**src/rtl/dadc_pkg.sv**
```systemverilog
package dadc_pkg;

  typedef enum logic [3:0] {
    ST_IDLE,
    ST_ADDR,
    ST_STRB,
    ST_POST,
    ST_REQA,
    ST_RDA,
    ST_GAP,
    ST_REQB,
    ST_RDB,
    ST_REND,
    ST_WAIT
  } seq_state_e;

  // Round a time in picoseconds up to whole system cycles, never below one.
  function automatic int ps_to_cycles(input int t_ps, input int clk_ps);
    int n;
    n = (t_ps + clk_ps - 1) / clk_ps;
    if (n < 1) n = 1;
    return n;
  endfunction

  function automatic int imax(input int a, input int b);
    return (a > b) ? a : b;
  endfunction

endpackage

```
**src/rtl/dadc_timer.sv**
```systemverilog
module dadc_timer #(
  parameter int TW = 8
) (
  input  logic          clk,
  input  logic          rst,
  input  logic          load,
  input  logic [TW-1:0] load_val,
  output logic          done
);

  logic [TW-1:0] cnt;

  always_ff @(posedge clk) begin
    if (rst) begin
      cnt <= '0;
    end else if (load) begin
      cnt <= load_val;
    end else if (cnt != '0) begin
      cnt <= cnt - 1'b1;
    end
  end

  assign done = (cnt == '0);

endmodule

```
**src/rtl/dadc_conv_wait.sv**
```systemverilog
module dadc_conv_wait #(
  parameter bit USE_BUSY = 1'b1,
  parameter int CONV_CYC = 68
) (
  input  logic clk,
  input  logic rst,
  input  logic start,
  input  logic busy_in,
  output logic done
);

  logic busy_m;
  logic busy_s;

  always_ff @(posedge clk) begin
    if (rst) begin
      busy_m <= 1'b0;
      busy_s <= 1'b0;
    end else begin
      busy_m <= busy_in;
      busy_s <= busy_m;
    end
  end

  generate
    if (USE_BUSY) begin : g_busy
      logic seen;
      always_ff @(posedge clk) begin
        if (rst) begin
          seen <= 1'b0;
        end else if (start) begin
          seen <= 1'b0;
        end else if (busy_s) begin
          seen <= 1'b1;
        end
      end
      assign done = seen && !busy_s;
    end else begin : g_count
      localparam int CW = $clog2(CONV_CYC + 1);
      logic [CW-1:0] cnt;
      always_ff @(posedge clk) begin
        if (rst) begin
          cnt <= '0;
        end else if (start) begin
          cnt <= CW'(CONV_CYC);
        end else if (cnt != '0) begin
          cnt <= cnt - 1'b1;
        end
      end
      assign done = (cnt == '0) && !busy_s;
    end
  endgenerate

endmodule

```
**src/rtl/dadc_capture.sv**
```systemverilog
module dadc_capture #(
  parameter int DW = 12,
  parameter int OW = 16
) (
  input  logic          clk,
  input  logic          rst,
  input  logic          cap_en,
  input  logic [DW-1:0] bus,
  input  logic          cap_pair,
  input  logic          cap_chan,
  input  logic          m_ready,
  output logic          m_valid,
  output logic [OW-1:0] m_data,
  output logic          m_pair,
  output logic          m_chan,
  output logic          slot_free
);

  logic [OW-1:0] ext;

  generate
    if (OW > DW) begin : g_sext
      assign ext = {{(OW - DW){bus[DW-1]}}, bus};
    end else begin : g_trim
      assign ext = bus[OW-1:0];
    end
  endgenerate

  always_ff @(posedge clk) begin
    if (rst) begin
      m_valid <= 1'b0;
      m_data  <= '0;
      m_pair  <= 1'b0;
      m_chan  <= 1'b0;
    end else if (cap_en) begin
      m_valid <= 1'b1;
      m_data  <= ext;
      m_pair  <= cap_pair;
      m_chan  <= cap_chan;
    end else if (m_valid && m_ready) begin
      m_valid <= 1'b0;
    end
  end

  assign slot_free = !m_valid;

endmodule

```
**src/rtl/dual_adc_seq.sv**
```systemverilog
module dual_adc_seq
  import dadc_pkg::*;
#(
  parameter int DW         = 12,
  parameter int OW         = 16,
  parameter int SYS_PS     = 10000,
  parameter int T_SETUP_PS = 250000,
  parameter int T_CNV_PS   = 5000,
  parameter int T_PRE_PS   = 125000,
  parameter int T_POST_PS  = 10000,
  parameter int T_RD_PS    = 30000,
  parameter int T_GAP_PS   = 10000,
  parameter bit USE_BUSY   = 1'b1,
  parameter int CONV_CLKS  = 16,
  parameter int CVT_DIV    = 4
) (
  input  logic          clk,
  input  logic          rst,
  input  logic          run,
  output logic          adc_addr,
  output logic          adc_cnv_n,
  output logic          adc_cs_n,
  output logic          adc_rd_n,
  input  logic          adc_busy,
  input  logic [DW-1:0] adc_data,
  output logic          m_valid,
  input  logic          m_ready,
  output logic [OW-1:0] m_data,
  output logic          m_pair,
  output logic          m_chan
);

  localparam int SETUP_CYC = ps_to_cycles(T_SETUP_PS, SYS_PS);
  localparam int PRE_CYC   = ps_to_cycles(T_PRE_PS, SYS_PS);
  localparam int ADDR_CYC  = imax(SETUP_CYC, PRE_CYC);
  localparam int CNV_CYC   = ps_to_cycles(T_CNV_PS, SYS_PS);
  localparam int POST_CYC  = ps_to_cycles(T_POST_PS, SYS_PS);
  localparam int RD_CYC    = ps_to_cycles(T_RD_PS, SYS_PS);
  localparam int GAP_CYC   = ps_to_cycles(T_GAP_PS, SYS_PS);
  localparam int CONV_CYC  = (CONV_CLKS + 1) * CVT_DIV;
  localparam int MAXC      = imax(imax(ADDR_CYC, CNV_CYC),
                                  imax(imax(POST_CYC, RD_CYC), GAP_CYC));
  localparam int TW        = $clog2(MAXC + 1);

  seq_state_e    state, nxt;
  logic [TW-1:0] ld_val;
  logic          tmr_load, tmr_done;
  logic          conv_start, conv_done;
  logic          cap_en, cap_chan;
  logic          slot_free;
  logic          nxt_pair, cur_pair, done_pair;
  logic          has_prev, drain;

  dadc_timer #(.TW(TW)) u_timer (
    .clk      (clk),
    .rst      (rst),
    .load     (tmr_load),
    .load_val (ld_val),
    .done     (tmr_done)
  );

  dadc_conv_wait #(.USE_BUSY(USE_BUSY), .CONV_CYC(CONV_CYC)) u_conv (
    .clk     (clk),
    .rst     (rst),
    .start   (conv_start),
    .busy_in (adc_busy),
    .done    (conv_done)
  );

  dadc_capture #(.DW(DW), .OW(OW)) u_cap (
    .clk       (clk),
    .rst       (rst),
    .cap_en    (cap_en),
    .bus       (adc_data),
    .cap_pair  (adc_addr),
    .cap_chan  (cap_chan),
    .m_ready   (m_ready),
    .m_valid   (m_valid),
    .m_data    (m_data),
    .m_pair    (m_pair),
    .m_chan    (m_chan),
    .slot_free (slot_free)
  );

  // Next-state decision.
  always_comb begin
    nxt = state;
    unique case (state)
      ST_IDLE: if (run) nxt = ST_ADDR;
      ST_ADDR: if (tmr_done) nxt = ST_STRB;
      ST_STRB: if (tmr_done) nxt = ST_POST;
      ST_POST: if (tmr_done) nxt = has_prev ? ST_REQA : ST_WAIT;
      ST_REQA: if (slot_free) nxt = ST_RDA;
      ST_RDA:  if (tmr_done) nxt = ST_GAP;
      ST_GAP:  if (tmr_done) nxt = ST_REQB;
      ST_REQB: if (slot_free) nxt = ST_RDB;
      ST_RDB:  if (tmr_done) nxt = ST_REND;
      ST_REND: nxt = drain ? ST_IDLE : ST_WAIT;
      ST_WAIT: if (conv_done) nxt = run ? ST_ADDR : ST_REQA;
      default: nxt = ST_IDLE;
    endcase
  end

  // Dwell time loaded on entry to each timed state.
  always_comb begin
    unique case (nxt)
      ST_ADDR: ld_val = TW'(ADDR_CYC - 1);
      ST_STRB: ld_val = TW'(CNV_CYC - 1);
      ST_POST: ld_val = TW'(POST_CYC - 1);
      ST_RDA:  ld_val = TW'(RD_CYC - 1);
      ST_RDB:  ld_val = TW'(RD_CYC - 1);
      ST_GAP:  ld_val = TW'(GAP_CYC - 1);
      default: ld_val = '0;
    endcase
  end

  assign tmr_load   = (nxt != state);
  assign conv_start = (nxt == ST_STRB) && (state != ST_STRB);
  assign cap_en     = ((state == ST_RDA) || (state == ST_RDB)) && tmr_done;
  assign cap_chan   = (state == ST_RDB);

  function automatic logic in_read(input seq_state_e s);
    return (s == ST_REQA) || (s == ST_RDA) || (s == ST_GAP) ||
           (s == ST_REQB) || (s == ST_RDB);
  endfunction

  always_ff @(posedge clk) begin
    if (rst) begin
      state     <= ST_IDLE;
      adc_cnv_n <= 1'b1;
      adc_cs_n  <= 1'b1;
      adc_rd_n  <= 1'b1;
      adc_addr  <= 1'b0;
      nxt_pair  <= 1'b0;
      cur_pair  <= 1'b0;
      done_pair <= 1'b0;
      has_prev  <= 1'b0;
      drain     <= 1'b0;
    end else begin
      state     <= nxt;
      adc_cnv_n <= (nxt != ST_STRB);
      adc_cs_n  <= !in_read(nxt);
      adc_rd_n  <= !((nxt == ST_RDA) || (nxt == ST_RDB));

      if ((nxt == ST_ADDR) && (state != ST_ADDR)) begin
        adc_addr <= nxt_pair;
      end else if ((nxt == ST_REQA) && (state != ST_REQA)) begin
        adc_addr <= (state == ST_WAIT) ? cur_pair : done_pair;
      end

      if (conv_start) begin
        cur_pair <= nxt_pair;
        nxt_pair <= !nxt_pair;
      end

      if ((state == ST_WAIT) && conv_done) begin
        done_pair <= cur_pair;
        has_prev  <= 1'b1;
        drain     <= !run;
      end else if ((state == ST_REND) && drain) begin
        has_prev <= 1'b0;
        drain    <= 1'b0;
      end
    end
  end

endmodule

```
**config.mk**
```make
export PLATFORM = sky130hd
export DESIGN_NAME = dual_adc_seq
export DESIGN_NICKNAME = d
export VERILOG_FILES = /design/src/rtl/dadc_pkg.sv /design/src/rtl/dadc_timer.sv /design/src/rtl/dadc_conv_wait.sv /design/src/rtl/dadc_capture.sv /design/src/rtl/dual_adc_seq.sv
export SDC_FILE = /design/constraint.sdc
export NUM_CORES = 1
export LEC_CHECK = 0
export BUFFER_PORTS_ARGS = -buffer_cell sky130_fd_sc_hd__buf_4
export CAP_MARGIN = 20
export CELL_PAD_IN_SITES_DETAIL_PLACEMENT = 1
export CELL_PAD_IN_SITES_GLOBAL_PLACEMENT = 2
export CORE_ASPECT_RATIO = 2
export CORE_MARGIN = 10
export CORE_UTILIZATION = 35
export CTS_BUF_LIST = sky130_fd_sc_hd__clkbuf_8
export CTS_CLUSTER_DIAMETER = 120
export DETAILED_ROUTE_END_ITERATION = 10
export PLACE_DENSITY_LB_ADDON = 0.05
export SLEW_MARGIN = 5
export SYNTH_ARGS = -nofsm -noshare
export SYNTH_HDL_FRONTEND = slang
export SYNTH_SLANG_ARGS = --single-unit
```
**constraint.sdc**
```tcl
create_clock -name clk -period 4.01 [get_ports clk]
set_input_delay 1.203 -clock clk [delete_from_list [all_inputs] [get_ports clk]]
set_output_delay 1.203 -clock clk [all_outputs]
set_load 0.02 [all_outputs]
```
==> results by group, run 1 <==
Layout
  – Layout cell share with drive strength beyond 1: 24.8%
  – Register Area: 721 sq um
  – Area growth syn-to-layout: 21.5%
  – Final #Nets: 248
  – Fill cell count: 607
  – Multi-input logic area: 931 sq um
  – Post-route insts no fill: 287
  – Biggest register: u_cap.m_data
  – Antenna cells: 0
  – Largest regs: u_cap.m_data x12, u_timer.cnt x5, state x4
  – Number of flip-flops in the largest register: 12

Worst hold path
  – Hold endpoint: u_conv.busy_s$_SDFF_PP0_
  – Hold depth: 1
  – Hold_sp: u_conv.busy_m$_SDFF_PP0_
  – Tightest Hold Check Type: reg2reg

CTS
  – PostCTS Resize Cnt: 0
  – CTS tree: done
  – CTS H-tree depth: 2
  – Num CTS Buffers: 5
  – Clock-pin slew on the worst setup and hold paths: 0.08 ns
  – Clock root buffer: clkbuf_8
  – Worst skew pair latency: 0.29 ns
  – CTS Hold Bufs: 0
  – Setup Fix Bufs, Post-CTS: 0
  – Clock sinks: 36
  – CTS max path bufs: 2

Yosys
  – Ys async rst share: 0%
  – Most frequent cells after synthesis: 36 x dfxtp_1, 28 x nor2_1, 17 x mux2i_1
  – Ys flop type: dfxtp_1
  – Number of synthesized flops with an enable pin: 0
  – Post-Syn Nets: 216
  – Average size of a mapped cell: 8.94 sq um
  – Synth top area cells: dfxtp_1 41%, mux2i_1 9.7%, nor2_1 6.0%
  – Synth Register Bits: 36
  – Synth cell types: 47
  – Cell area after synthesis: 0.00176 sq mm
  – Synth top area share: 40.9%
  – Leading cell type by number of instances after synthesis: dfxtp_1
  – Sequential fraction of the synthesis area: 40.9%
  – Leading area contributor after synthesis: dfxtp_1
  – Yosys warning total: 0
  – Synth Instances: 197

Placed design
  – Final Wtd Congestion: 0.766
  – Placed cells: 279
  – Detailed placer's ending HPWL: 3.79 mm
  – IO buf count: 39

Run
  – MaxCap Viol Count: 0

Global route
  – First-pass GRT wire length: 8.47 mm
  – Total track usage: 11.9%
  – Antenna violations before repair: 0
  – Vias in the first global route: 1713
  – Grt ovf: 0
  – Pin count of the biggest net entering global routing: 35

Drt
  – Routed length per instance: 17.4 um
  – # DRC: 0
  – Iteration-0 DRC Markers: 101
  – Drt total wl: 4.99 mm
  – Remaining antenna violation count: 0
  – Via Count: 1536
  – Via-to-Cell Ratio: 5.35
  – Drt first pass iters: 4

Timing
  – Final Hold Viols: 0
  – Final setup vio count: 0
  – Slew @ Worst Pin: 0.685 ns
  – Fmax: 372 MHz
  – Clk_skew: 0.00936 ns
  – Relative slew slack: 53.7%
  – Fin. max-slew vios: 0
  – Fin crit share: 67.0%
  – Setup TNS Final: 0 ns
  – Unrepaired setup endpoints after global routing: no
  – Tmin final: 2.69 ns

Worst setup path
  – Crit end category: register
  – Slowest cell on the critical path: or3_4
  – CP arrival: 2.89 ns
  – Critical path required time: 4.21 ns
  – RR Startpoint: u_timer.cnt[0]$_SDFFE_PP0P_
  – Worst setup SP type: input pin
  – Setup CP Type: in2reg
  – CP Buf/Inv Count: 1
  – CP Max Fanout: 5
  – Worst reg-to-reg path cell count: 8
  – Crit path cell chain: buf_4 -> nor2b_1 -> o21ai_0 -> o221ai_1 -> or3_4 -> a211o_1 -> a211oi_1
  – Top delay family on crit path: compound AO/OA/AOI/OAI gates
  – Largest stage delay on the critical path: 0.46 ns
  – FF-to-FF End: u_timer.cnt[4]$_SDFFE_PP0P_
  – R2R setup slack: 1.35 ns

Power
  – Peak VDD IR: 0.417 mV
  – Clock share of power: 19.5%
  – Pwr dens: 615 mW/mm^2
  – Switching fraction of total power: 40.2%
  – Comb power frac: 43.0%
  – Sequential power share: 37.5%
  – Leakage Power: 0.836 nW
  – Int Pwr: 0.788 mW
  – Sw Pwr: 0.530 mW

Outcome
  – Status: complete, no violations

Floorplan
  – Initial Utilization: 36.2%
  – Cell row count: 36
  – Die Wd: 70.2 um
  – Die Span Y: 120 um
  – CORE AREA: 0.00486 sq mm
  – Die Area: 0.00844 sq mm
  – Ports: 40
## per-layer routing
metal	vias up	part of all wire, %	track usage (%)
li1	754	-	-
met2	25	57	22.7
met5	-	0	0
met1	755	39	11.9
met3	2	3.7	3.11
met4	0	0.54	4.34
## layout make-up
class,count,share of cell area (%)
clock inverters,3,0.877
well taps,57,3.33
flip-flops and latches,36,33.7
clock buffers,5,3.21
repair buffers,40,14.0
multi-input cells,138,43.5
inverters,8,1.40
## placed cells by master (no fill, tap or decap), types with 2 or more instances in the layout
cell type / n
a211o_1: 2
a211oi_1: 3
a21o_1: 2
a21oi_1: 8
buf_4: 40
clkbuf_8: 5
clkinv_2: 2
dfxtp_1: 36
ha_1: 2
inv_1: 8
mux2_2: 2
mux2i_1: 17
nand2_1: 8
nand3_1: 7
nand4_1: 3
nor2_1: 28
nor2b_1: 6
nor3_1: 8
nor3b_1: 2
nor4_1: 2
nor4b_1: 3
o211ai_1: 2
o21a_1: 2
o21ai_0: 6
xnor2_1: 4
## per-stage QoR
| stage | area (sq um) | utilization [%] | setup slack [ns] | total power [mW] | hold WS (ns) |
|---|---|---|---|---|---|
| 6_report | 2140 | 44.0 | 1.32 | 1.32 | 0.455 |
| 5_1_grt | 2140 | 44.0 | 1.02 | 1.44 | 0.471 |
| 4_1_cts | 2140 | 44.0 | 1.31 | 1.34 | 0.464 |
| 3_5_place_dp | 2050 | 42.2 | 1.02 | 1.07 | 0.450 |
| 3_3_place_gp | 2050 | 42.2 | 1.13 | 1.05 | 0.417 |
| 2_1_floorplan | 1760 | - | 1.42 | 0.939 | 0.414 |
## worst reg2reg max path: cells and delay by family, from the launching register on
family                   cells  cell delay [ns]
AO/OA/AOI/OAI                3             0.91
adder cells (fa/ha/maj)      1             0.19
buffers and inverters        1             0.11
flip-flops                   1             0.31
multiplexers                 1             0.29
AND/OR/NAND/NOR              2             0.76
## power by group through the flow
stage / sequential (mW) / clock, mW / combinational (mW)
global route: 0.509 / 0.287 / 0.640
finish: 0.494 / 0.257 / 0.566
detailed placement: 0.501 / 0 / 0.571
CTS: 0.495 / 0.270 / 0.576
global placement: 0.497 / 0 / 0.556
floorplan: 0.466 / 0 / 0.473
## logic make-up (layout without fill, tap and decap cells)
kind of cell	count (synthesis)	in the layout	synth area share [%]
XOR/XNOR	5	5	2.49
AO/OA/AOI/OAI	35	35	13.8
adder cells (fa/ha/maj)	2	2	1.42
flip-flops	36	36	40.9
AND/OR/NAND/NOR	77	77	24.1
multiplexers	19	19	10.9
buffers and inverters	23	56	6.25
## how the worst max path moves through the flow
stage                                startpoint                          end  slack (ns)  cells after the start
floorplan                                   run  u_timer.cnt[3]$_SDFFE_PP0P_        1.42                      6
global placement                            run  u_timer.cnt[4]$_SDFFE_PP0P_        1.13                      7
detailed placement                          run  u_timer.cnt[4]$_SDFFE_PP0P_        1.02                      7
CTS                 u_timer.cnt[0]$_SDFFE_PP0P_  u_timer.cnt[4]$_SDFFE_PP0P_        1.31                      8
global route        u_timer.cnt[0]$_SDFFE_PP0P_  u_timer.cnt[4]$_SDFFE_PP0P_        1.02                      8
finish                                      run  u_timer.cnt[4]$_SDFFE_PP0P_        1.32                      7
Power figures use the tool's default switching activity.
==> inputs of run 2 (changes only) <==
- CORE_UTILIZATION: 35 -> 30
- clock period: 4.01 -> 2.3 ns (I/O delays scaled with it)
==> results by group, run 2 (synthesis gave the netlist of run 1 again) <==
CTS
  – CTS Hold Bufs: 0
  – Clock-pin slew on the worst setup and hold paths: 0.07 ns
  – CTS max path bufs: 2
  – Worst skew pair latency: 0.29 ns
  – CTS tree: done
  – Clock sinks: 36
  – Num CTS Buffers: 5
  – CTS H-tree depth: 2
  – Clock root buffer: clkbuf_8

Floorplan
  – Initial Utilization: 30.9%
  – Die Span Y: 128 um
  – Ports: 40
  – Cell row count: 39
  – Die Area: 0.00952 sq mm
  – CORE AREA: 0.00571 sq mm
  – Die Wd: 74.2 um

Layout
  – Fill cell count: 668
  – Layout cell share with drive strength beyond 1: 40.2%
  – Largest regs: u_cap.m_data x12, u_timer.cnt x5, state x4
  – Final #Nets: 272
  – Final Cell Area: 0.00246 sq mm
  – Antenna cells: 0
  – Most common cell after layout, fill and taps aside: buf_4
  – Number of flip-flops in the largest register: 12
  – Biggest register: u_cap.m_data
  – Area growth syn-to-layout: 39.7%
  – Most frequent cells in the layout: 63 x buf_4, 33 x dfxtp_1, 28 x nor2_1, 17 x mux2i_1

Placed design
  – Post-place setup slack: -0.0996 ns
  – IO buf count: 39
  – Detailed placer's ending HPWL: 4.27 mm
  – Area after DPL: 0.00223 sq mm
  – Final Wtd Congestion: 0.814

Worst setup path
  – CP arrival: 2.53 ns
  – Worst reg-to-reg path cell count: 8
  – Crit path from: u_timer.cnt[1]$_SDFFE_PP0P_
  – Worst setup SP type: register
  – RR Startpoint: u_timer.cnt[1]$_SDFFE_PP0P_
  – Critical path required time: 2.53 ns
  – Crit end category: register
  – Setup CP Type: reg2reg
  – CP Max Fanout: 4

Run
  – MaxCap Viol Count: 0

Timing
  – Fin. max-slew vios: 0
  – Fin crit share: 100%
  – Fmax: 435 MHz
  – Hold WS: 0.450 ns
  – Unrepaired setup endpoints after global routing: yes
  – Setup ws final: -0.00120 ns
  – Slew @ Worst Pin: 0.544 ns
  – Final Hold Viols: 0
  – Tmin final: 2.30 ns
  – Relative slew slack: 63.7%
  – Setup TNS Final: -0.00120 ns
  – Final setup vio count: 1
  – Clk_skew: 0.00922 ns

Global route
  – First-pass GRT wire length: 8.81 mm
  – Pin count of the biggest net entering global routing: 35
  – Vias in the first global route: 1781
  – Grt ovf: 0
  – Total track usage: 12.0%
  – Antenna violations before repair: 0

Outcome
  – Status: finished with violations
  – Failing checks: setup timing

Worst hold path
  – Tightest Hold Check Type: reg2reg
  – Hold_sp: u_conv.busy_m$_SDFF_PP0_
  – Hold depth: 1

Drt
  – Routed length per instance: 17.7 um
  – Drt total wl: 5.59 mm
  – Drt first pass iters: 4
  – Iteration-0 DRC Markers: 107
  – Via-to-Cell Ratio: 5.14
  – Remaining antenna violation count: 0
  – # DRC: 0
  – Via Count: 1620

Power
  – Pwr dens: 1150 mW/mm^2
  – Peak VDD IR: 0.681 mV
  – Power, Total: 2.82 mW
  – Leakage Power: 0.980 nW
==> run 2: cell count changes in the layout (fill, tap and decap cells not counted), sizes merged <==
| cell | change |
|---|---|
| clkinv | -2 |
| buf | +24 |
| inv | +1 |
| clkbuf | +1 |
==> run 2: repair_timing <==
item                                    4_1_cts  5_1_grt
resized for setup                            11       10
pin swaps                                    10        3
buffers inserted                              4        1
endpoints found under the setup margin        6        8
==> run 2: critical path: stages (launching register included) <==
cell     delay, ns
dfxtp_2       0.32
inv_2         0.07
ha_4          0.13
or4b_4        0.49
or4b_4        0.52
o211a_4       0.26
o211a_4       0.15
a31o_1        0.19
a21oi_2       0.11
==> run 2: path summary, 6_finish.rpt <==
kind,slack [ns],to
min,0.45,u_conv.busy_s$_SDFF_PP0_
max,-0.001,adc_addr$_SDFFE_PP0P_
min reg2reg,0.45,u_conv.busy_s$_SDFF_PP0_
max reg2reg,-0.001,adc_addr$_SDFFE_PP0P_
==> run 2: final cells by class <==
cell class | instances | area, sq um | area share [%]
sequential | 36 | 724 | 29.4
timing repair buffer | 64 | 493 | 20.0
tap | 61 | 76.3 | 3.10
multi-input combinational | 138 | 1040 | 42.3
clock inverter | 2 | 13.8 | 0.559
clock buffer | 6 | 82.6 | 3.36
inverter | 8 | 30.0 | 1.22
==> run 2: metal layers <==
layer  track usage [%]  share of wire, %  vias to the layer above
li1                  -                 -                      806
met1              11.7                37                      776
met2              21.4                57                       32
met3              2.93               4.0                        6
met4              7.61               2.3                        0
met5                 0                 0                        -
==> run 2: through the flow <==
step | instances | util, %
2_1_floorplan | 197 | -
6_report | 315 | 43.1
3_5_place_dp | 302 | 39.1
3_3_place_gp | 302 | 39.1
5_1_grt | 315 | 43.1
4_1_cts | 314 | 42.2
==> run 2: report_power, final <==
part | switching [mW] | internal [mW]
clock | 0.243 | 0.245
sequential | 0.0926 | 0.718
combinational | 0.783 | 0.738
total | 1.12 | 1.70
